$ cat config.mk
export PLATFORM = sky130hd
export DESIGN_NAME = slot_irq_router
export DESIGN_NICKNAME = d
export VERILOG_FILES = /design/src/rtl/slot_irq_router.sv
export SDC_FILE = /design/constraint.sdc
export NUM_CORES = 1
export LEC_CHECK = 0
export BUFFER_PORTS_ARGS = -buffer_cell sky130_fd_sc_hd__buf_2
export CORE_MARGIN = 3
export CORE_UTILIZATION = 25
export DETAILED_ROUTE_END_ITERATION = 8
export SLEW_MARGIN = 20
export SYNTH_ARGS = -nofsm -noshare
export SYNTH_HDL_FRONTEND = slang
export SYNTH_SLANG_ARGS = --single-unit
$ cat constraint.sdc
create_clock -name clk -period 4.86 [get_ports clk]
set_input_delay 0.486 -clock clk [delete_from_list [all_inputs] [get_ports clk]]
set_output_delay 0.486 -clock clk [all_outputs]
set_load 0.02 [all_outputs]
$ cat src/rtl/slot_irq_router.sv
module slot_irq_router #(
  parameter int IRQ_BASE = 32,
  parameter int LINES    = 32,
  parameter int SLOT_W   = 5,
  parameter int PIN_W    = 2,
  parameter int NUM_W    = 8
) (
  input  logic              clk,
  input  logic              rst_n,
  input  logic              evt_valid,
  input  logic [SLOT_W-1:0] evt_slot,
  input  logic [PIN_W-1:0]  evt_pin,
  input  logic [LINES-1:0]  edge_sel,
  input  logic [LINES-1:0]  pol_sel,
  output logic [NUM_W-1:0]  irq_num,
  output logic              cpu_irq
);
  localparam int LINE_W = $clog2(LINES);

  logic [NUM_W-1:0]  num;
  logic              routed;
  logic [LINE_W-1:0] line;
  logic              pulse_q;

  always_comb begin
    routed = 1'b1;
    case (evt_slot)
      SLOT_W'(5): num = NUM_W'(IRQ_BASE) + NUM_W'(evt_pin);
      SLOT_W'(6): num = NUM_W'(IRQ_BASE + 4);
      SLOT_W'(7): num = NUM_W'(IRQ_BASE + 5);
      SLOT_W'(8), SLOT_W'(9), SLOT_W'(10), SLOT_W'(11), SLOT_W'(12):
        num = NUM_W'(IRQ_BASE + 6) + NUM_W'(evt_slot - SLOT_W'(8)) + NUM_W'(evt_pin);
      default: begin
        num    = NUM_W'(evt_pin);
        routed = 1'b0;
      end
    endcase
  end

  assign irq_num = num;
  assign line    = LINE_W'(num - NUM_W'(IRQ_BASE));

  always_ff @(posedge clk) begin
    if (!rst_n) begin
      cpu_irq <= 1'b0;
      pulse_q <= 1'b0;
    end else if (evt_valid && routed) begin
      cpu_irq <= edge_sel[line] ? 1'b1 : pol_sel[line];
      pulse_q <= edge_sel[line];
    end else if (pulse_q) begin
      cpu_irq <= 1'b0;
      pulse_q <= 1'b0;
    end
  end
endmodule


## Word-level counts from Yosys, hierarchy flattened

Cells that the tools add are included.

| storage, ports and cells | value |
|---|---|
| output and inout bits | 9 |
| flip-flop bits (word level) | 2 |
| word-level logic and storage cells | 30 |
| input port bits | 74 |

| cells by class | value |
|---|---|
| reduce and logical (&&, ||, !) cells | 5 |
| magnitude comparators | 1 |
| equal/unequal tests | 8 |
| $add $sub $neg | 5 |
| muxes and demuxes | 9 |

Operator list:

| operator | number |
|---|---|
| $pmux W8 S4 | 1 |
| $eq A5 B4 Y1 const B | 5 |
| $eq A5 B3 Y1 const B | 3 |
| $bmux W1 S5 | 2 |
| $add A7 B6 Y8 const A | 1 |
| $add A8 B2 Y8 | 1 |
| $reduce_or A8 Y1 | 1 |
| $add A6 B2 Y7 const A | 1 |
| $lt A5 B6 Y1 const B | 1 |
| $mux W1 | 6 |
| $sub A5 B4 Y6 const B | 1 |
| $reduce_or A5 Y1 | 1 |
| $sub A5 B1 Y5 const B | 1 |
| $reduce_and A2 Y1 | 1 |
| $reduce_bool A2 Y1 | 1 |
| $logic_and A1 B1 Y1 | 1 |

## Logic depth before layout (Yosys ltp)

Gate-level depths: netlist of run 1.

| depth | value |
|---|---|
| depth in word-level cells | 9 |
| mapped depth | 13 |
| mapped depth without buffers | 12 |

## Worst setup path before layout of run 1

OpenSTA, ideal clock, no wires.

| timing | value |
|---|---|
| path kind | in2reg |
| start point | input evt_slot[1] |
| end point | register cpu_irq |
| setup slack | 1.791 ns |
| required time | 4.774 ns |
| cell stages on the path | 12 |
| arrival | 2.982 ns |
| buffers on the path | 0 |
| setup time | 0.086 ns |
| cells stage by stage | inv_1 ha_1 inv_1 ha_1 fa_1 a21oi_2 inv_1 nor2_1 a221oi_1 a222oi_1 nand4_1 a221oi_2 |

| between the ends | value |
|---|---|
| cells in the longest elaborated chain, start to end | 9 |
| elaborated cells between the ends (all ways) | 24 |
| classes of those cells | add/sub (4); eq/ne (8); mux (8); reduce/logical (4) |

RTL lines:

| what | line | text |
|---|---|---|
| from (decl) | 11 | `input logic [SLOT_W-1:0] evt_slot,` |
| $sub A5 B4 Y6 | 32 | `num = NUM_W'(IRQ_BASE + 6) + NUM_W'(evt_slot - SLOT_W'(8)) + NUM_W'(evt_pin);` |
| $add A7 B6 Y8 | 32 |  |
| $add A8 B2 Y8 | 32 |  |
| $pmux W8 S4 * | 27 | `case (evt_slot)` |
| net irq_num[2] | 15 | `output logic [NUM_W-1:0] irq_num,` |
| $sub A5 B1 Y5 * | 41 | `assign line = LINE_W'(num - NUM_W'(IRQ_BASE));` |
| $bmux W1 S5 | 48 | `cpu_irq <= edge_sel[line] ? 1'b1 : pol_sel[line];` |
| $mux W1 (implied by the code) | 48 |  |
| $mux W1 * | 48 |  |
| $mux W1 * | 47 | `end else if (evt_valid && routed) begin` |
| to (signal assigned) | 48 |  |
| to (decl) | 16 | `output logic cpu_irq` |

The timed path passes the listed nets; every way through them passes the cells marked *. The select of a mux whose other input is x is not followed.
A chain may end at the register's enable or synchronous reset.

## Worst setup path in the final report of run 1

| timing | value |
|---|---|
| start point | input evt_slot[1] |
| end point | register cpu_irq |

| between the ends | value |
|---|---|
| cells in the longest elaborated chain, start to end | 9 |
| elaborated cells between the ends (all ways) | 24 |
| classes of those cells | add/sub (4); eq/ne (8); mux (8); reduce/logical (4) |

RTL lines:

| what | line |
|---|---|
| $sub A5 B4 Y6 | 32 |
| $add A7 B6 Y8 | 32 |
| $add A8 B2 Y8 | 32 |
| $pmux W8 S4 | 27 |
| $sub A5 B1 Y5 | 41 |
| $bmux W1 S5 | 48 |
| $mux W1 (implied by the code) | 48 |
| $mux W1 | 48 |
| $mux W1 | 47 |

Parallel ways exist; a longest one is shown, timed or not. The select of a mux whose other input is x is not followed.

==> metrics.md, run 1 <==
| Metric | Value |
|---|---|
| Cell Area, Synth | `1160 µm²` |
| Largest family of logic cells by synthesized area | `compound AO/OA/AOI/OAI gates` |
| Initial DRC Count | `87` |
| Distinct cells, synth | `51` |
| Met1 global-route usage | `20.3%` |
| Worst setup path class | `primary input to flop` |
| Total Power | `0.000247 W` |
| Worst Reg-to-Reg Cells | `2` |
| Achievable Freq | `0.293 GHz` |
| Psw | `0.000103 W` |
| Fraction of layout cells with a size suffix above 1 | `43.1%` |
| Sequential power share | `7.1%` |
| Sequential-to-total area share from yosys stat | `3.45%` |
| Die X | `74.1 µm` |
| Hold Path Cell Cnt | `2` |
| Avg Inst Size Synth | `7.29 µm²` |
| Clock buffer count from CTS | `3` |
| Worst R2R End | `cpu_irq` |
| Fin crit share | `70.2%` |
| Row count | `24` |
| Mux contribution to synthesized area | `16.5%` |
| Flop2flop setup slack | `4.16 ns` |
| DR pass1 iterations | `4` |
| Hold Buf Count CTS | `0` |
| DPL Wire Length | `3570 µm` |
| Setup TNS | `0 ns` |
| H-tree levels | `1` |
| CTS Buffer Depth | `2` |
| Rel. slew slack | `60.6%` |
| Largest net degree at the start of global routing | `21` |
| # Post-CTS Setup Buffers | `0` |
| FILL cells | `490` |
| Most common cell after layout, fill and taps aside | `buf_2` |
| Clock-pin slew on the worst setup and hold paths | `0.03 ns` |
| Comb pwr share | `67.0%` |
| Final setup fails | `0` |
| First-pass GRT wire length | `6450 µm` |
| Met2 usage | `22.9%` |
| GPL Wtd Cong | `0.890` |
| Post-DP Area | `1600 µm²` |
| Power per cell area | `150 nW/µm²` |
| Area of the core | `4410 µm²` |
| Finished Core Util | `37.2%` |
| Vias in the first global route | `1467` |
| Post-route ant nets | `0` |
| Clk pwr share | `25.9%` |
| Leak Pwr | `0.847 nW` |
| Worst setup EP type | `flop` |
| Final WL | `4210 µm` |
| Finished Cell Area | `1640 µm²` |
| Status | `finished clean` |
| GRT Max-Usage Layer | `met2` |
| Die Span Y | `74.1 µm` |
| Final Max Slew Viols | `0` |
| Fin. Hold Viols | `0` |
| Max Cap Viol | `0` |
| DR vias | `1519` |
| RR Startpoint | `pulse_q` |
| Arr. time, crit path | `3.53 ns` |
| Min-Delay Path Class | `flop to flop` |
| Worst clock skew | `0.00193 ns` |
| Die area | `5490 µm²` |
| Synth Warn # | `0` |
| Final #Nets | `325` |
| Synthesized flop and latch total | `2` |
| Sw Share | `41.9%` |
| Critical Path Start | `evt_slot[1]` |
| Most frequent cells in the layout | `buf_2, nand2_1, a21oi_1` |
| Synth Net Count | `243` |
| CTS Sinks | `2` |
| Clk_lat worst skew | `0.21 ns` |
| Startpoint types | `primary input` |
| Min-delay src | `cpu_irq` |
| Post-synthesis xor/xnor area fraction | `2.27%` |
| Routed WL per cell | `14.5 µm` |
| # DRC | `0` |
| TritonCTS clock tree | `built` |
| Initial antenna violation count | `0` |
| Unrepaired setup endpoints after global routing | `false` |
| Cell Int Power | `0.000144 W` |
| Post-CTS Resized | `0` |
| Critical Path RT | `4.98 ns` |
| Initial Util | `26.3%` |
| Post-synthesis cell count | `159` |
| Total Routing Usage GR | `14.5%` |
| Global route overflow | `0` |
| Max FO, Critical Path | `7` |
| Met3 Usage GRT | `3.78%` |
| Layout area overhead | `41.7%` |
| Vias per inst | `5.22` |
| Root buf cell | `clkbuf_8` |
| Port Buffers | `81` |
| Adder-Cell Fraction of Synth Area | `11.4%` |
| Simple-Gate Fraction of Synth Area | `24.6%` |
| Min cycle time layout | `3.41 ns` |
| Hold endpoint | `cpu_irq` |
| Pin slew with the least headroom to its limit | `0.588 ns` |
| N_diodes | `0` |
| Io pins | `83` |
| Compound-Gate Fraction of Synth Area | `34.5%` |
| VDD IR max | `0.0000791 V` |
## power by group through the flow
stage	combinational, W	sequential [W]	clock [W]
finish	0.000166	0.0000176	0.0000640
global route	0.000184	0.0000177	0.0000676
CTS	0.000166	0.0000176	0.0000664
detailed placement	0.000166	0.0000178	0
global placement	0.000165	0.0000178	0
floorplan	0.000109	0.0000185	0
## worst max path at each step
| stage | endpoint | slack (ns) | depth (start not counted) |
|---|---|---|---|
| global placement | cpu_irq | 1.34 | 13 |
| CTS | cpu_irq | 1.44 | 13 |
| global route | cpu_irq | 1.16 | 13 |
| finish | cpu_irq | 1.45 | 13 |
| floorplan | cpu_irq | 1.79 | 12 |
| detailed placement | cpu_irq | 1.24 | 13 |
## stage by stage
step,worst slack (ns),std cells,hold WS [ns]
after floorplan,1.79,159,0.478
after global placement,1.34,288,0.482
after detailed placement,1.24,288,0.479
after CTS,1.44,291,0.483
after global routing,1.16,291,0.506
final,1.45,291,0.477
## cells by family (layout without fill, tap and decap cells)
family          Yosys count  after routing
simple gates             55             55
compound gates           54             54
other cells               1              1
xor+xnor                  3              3
mux                      17             17
fa+ha+maj                10             10
buf+inv                  17             97
flops                     2              2
## sequential cells by signal, summed over array words and instances, names as in the netlist
| name | count |
|---|---|
| pulse_q | 1 |
| cpu_irq | 1 |
## critical path, stage by stage
cell and delay (ns):
buf_2 0.14, inv_1 0.06, ha_1 0.27, inv_1 0.04, ha_1 0.21, fa_1 0.47, a21oi_2 0.33, inv_1 0.18
nor2_1 0.41, a221oi_1 0.20, a222oi_1 0.25, nand4_1 0.22, a221oi_2 0.27
## cell usage after synthesis (all sizes together)
master / count / area [µm²]
nand2: 19 / 71.3
a21oi: 14 / 73.8
nor2: 12 / 52.6
inv: 11 / 41.3
ha: 9 / 113
mux2i: 9 / 90.1
o21ai: 9 / 45.0
nand3: 8 / 40.0
mux2: 7 / 78.8
o211ai: 7 / 52.6
a221oi: 5 / 62.6
buf: 4 / 31.3
nand4: 3 / 18.8
o2111a: 3 / 35.0
o2111ai: 3 / 26.3
a211oi: 2 / 15.0
a31oi: 2 / 12.5
and2: 2 / 12.5
dfxtp: 2 / 40.0
nand2b: 2 / 12.5
nand3b: 2 / 15.0
nor3: 2 / 15.0
o211a: 2 / 20.0
o31ai: 2 / 15.0
xnor2: 2 / 17.5
a21bo: 1 / 10.0
a21o: 1 / 7.51
a222oi: 1 / 10.0
a22oi: 1 / 7.51
and3: 1 / 6.26
and3b: 1 / 8.76
clkbuf: 1 / 3.75
clkinv: 1 / 3.75
conb: 1 / 3.75
fa: 1 / 20.0
mux4: 1 / 22.5
nor3b: 1 / 12.5
nor4: 1 / 6.26
o21a: 1 / 7.51
or4b: 1 / 13.8
xor2: 1 / 8.76
## metal layers
metal  wire [µm]  up-vias
met5           0        -
met4           0        0
met3         473        0
met2        1880       68
met1        1850      682
li1            -      769
## cell type report
cell class,count,area [µm²],share of cell area (%)
inverter,12,45.0,2.74
tap,52,65.1,3.96
timing repair buffer,82,413,25.1
multi-input combinational,140,1040,63.2
clock buffer,3,41.3,2.51
sequential,2,40.0,2.44
Note: power is estimated with default switching activity, not from simulation.
==> run 2, diff against run 1 <==
==> constraint.sdc (replaced) <==
create_clock -name clk -period 3.2 [get_ports clk]
set_input_delay 0.32 -clock clk [delete_from_list [all_inputs] [get_ports clk]]
set_output_delay 0.32 -clock clk [all_outputs]
set_load 0.02 [all_outputs]
==> run 2 against run 1 <==
Power is 62% higher. Via count grew 0.26%. Combinational power up 63%. Flip-flop and latch count is the same. Largest cell class unchanged.
==> metrics.md, run 2 (synthesis gave the netlist of run 1 again) <==
| Metric | Value |
|---|---|
| Min cycle time layout | `2.98 ns` |
| Area of the core | `4410 µm²` |
| Min-Delay Path Class | `primary input to flop` |
| Global route overflow | `0` |
| Cell family with most CP delay | `compound AO/OA/AOI/OAI gates` |
| Worst setup path class | `primary input to flop` |
| Row count | `24` |
| Min-delay src | `rst_n` |
| Final setup fails | `0` |
| Achievable Freq | `0.336 GHz` |
| DPL Wire Length | `3730 µm` |
| Vias in the first global route | `1444` |
| RR Startpoint | `pulse_q` |
| VDD IR max | `0.000265 V` |
| DR vias | `1523` |
| Slowest CP cell | `fa_1` |
| Fraction of layout cells with a size suffix above 1 | `45.2%` |
| First-pass GRT wire length | `6540 µm` |
| Clock-pin slew on the worst setup and hold paths | `0.02 ns` |
| Hold Buf Count CTS | `0` |
| Fin. Hold Viols | `0` |
| Worst setup EP type | `flop` |
| Final WL | `4430 µm` |
| Routed WL per cell | `14.8 µm` |
| Final Max Slew Viols | `0` |
| Vias per inst | `5.08` |
| Post-DP Area | `1670 µm²` |
| Fin crit share | `93.1%` |
| Layout area overhead | `47.6%` |
| FILL cells | `471` |
| N_diodes | `0` |
| Fin Hold WS | `0.381 ns` |
| Total Routing Usage GR | `15.1%` |
| Setup TNS | `0 ns` |
| Register area | `40.0 µm²` |
| Unrepaired setup endpoints after global routing | `false` |
| Die Span Y | `74.1 µm` |
| DR pass1 iterations | `4` |
| Leak Pwr | `0.890 nW` |
| Flop2flop setup slack | `2.46 ns` |
| Root buf cell | `clkbuf_8` |
| Post-CTS Resized | `0` |
| Initial Util | `26.3%` |
| Initial antenna violation count | `0` |
| Die area | `5490 µm²` |
| Status | `finished clean` |
| Power per cell area | `233 nW/µm²` |
| Finished Cell Area | `1710 µm²` |
| Largest net degree at the start of global routing | `16` |
| Most common cell after layout, fill and taps aside | `buf_2` |
| Clock buffer count from CTS | `3` |
| Port Buffers | `81` |
| # DRC | `0` |
| Worst path bufs/invs | `3` |
| Hold Path Cell Cnt | `3` |
| Arr. time, crit path | `3.09 ns` |
| CTS Sinks | `2` |
| Io pins | `83` |
| TritonCTS clock tree | `built` |
| GPL Wtd Cong | `0.866` |
| Area of the multi-input gates | `1040 µm²` |
| Hold endpoint | `cpu_irq` |
| Post-route ant nets | `0` |
| Max Cap Viol | `0` |
| Cell chain of the critical path | `buf_2 > inv_1 > ha_1 > inv_1 > ha_1 > fa_1 > nor2_1 > o211ai_1 > a21oi_1 > a221oi_2 > a31oi_1 > o2111a_1 > a221oi_2` |
| Max incr delay on CP | `0.54 ns` |
| CTS Buffer Depth | `2` |
| Clk_lat worst skew | `0.22 ns` |
| Initial DRC Count | `59` |
| Critical Path RT | `3.32 ns` |
| Top Registers | `cpu_irq: 1 flops, pulse_q: 1 flops` |
| Startpoint types | `primary input` |
| Die X | `74.1 µm` |
| Most frequent cells in the layout | `buf_2, nand2_1, a21oi_1` |
| H-tree levels | `1` |
| Worst R2R End | `cpu_irq` |
| Max FO, Critical Path | `6` |
| # Post-CTS Setup Buffers | `0` |
| Worst clock skew | `0.00816 ns` |
| Final #Nets | `334` |
| Worst Reg-to-Reg Cells | `2` |
run 2: cell count changes in the layout (fill, tap and decap cells not counted), sizes merged:
cell / before / now
buf: 82 / 91
run 2: worst reg2reg max path: stages, from the launching register on:
cell and delay (ns):
dfxtp_1 0.28, nand2b_1 0.14, a221oi_2 0.22
run 2: cell type report:
cell class	instances	area share [%]
inverters	12	2.63
well taps	52	3.80
repair buffers	91	28.1
clock buffers	3	2.41
flip-flops and latches	2	2.34
multi-input cells	140	60.7
run 2: through the flow:
| step | power, W | std cells | utilization [%] | setup WS [ns] |
|---|---|---|---|---|
| after floorplan | 0.000193 | 159 | - | 0.297 |
| after global placement | 0.000296 | 297 | 37.8 | 0.218 |
| after detailed placement | 0.000297 | 297 | 37.8 | 0.0140 |
| after CTS | 0.000402 | 300 | 38.8 | 0.204 |
| after global routing | 0.000433 | 300 | 38.8 | 0.0277 |
| final | 0.000399 | 300 | 38.8 | 0.222 |
run 2: layer usage:
metal | vias up | GRT usage (%) | share of wire (%)
li1 | 787 | - | -
met1 | 675 | 22.3 | 47
met2 | 61 | 23.5 | 43
met3 | 0 | 3.11 | 9.1
met4 | 0 | 1.21 | 0
met5 | - | 0 | 0
run 2: how the worst max path moves through the flow:
stage	from	end	slack [ns]	cells after the start
floorplan	evt_slot[1]	cpu_irq	0.30	12
global placement	evt_slot[1]	cpu_irq	0.22	13
detailed placement	evt_slot[1]	cpu_irq	0.01	13
CTS	evt_slot[1]	cpu_irq	0.20	13
global route	evt_slot[1]	cpu_irq	0.03	13
finish	evt_slot[1]	cpu_irq	0.22	13
run 2: power breakdown:
part           switching [W]  internal (W)
Clock              0.0000219     0.0000797
Sequential       0.000000541     0.0000263
Combinational       0.000145      0.000125
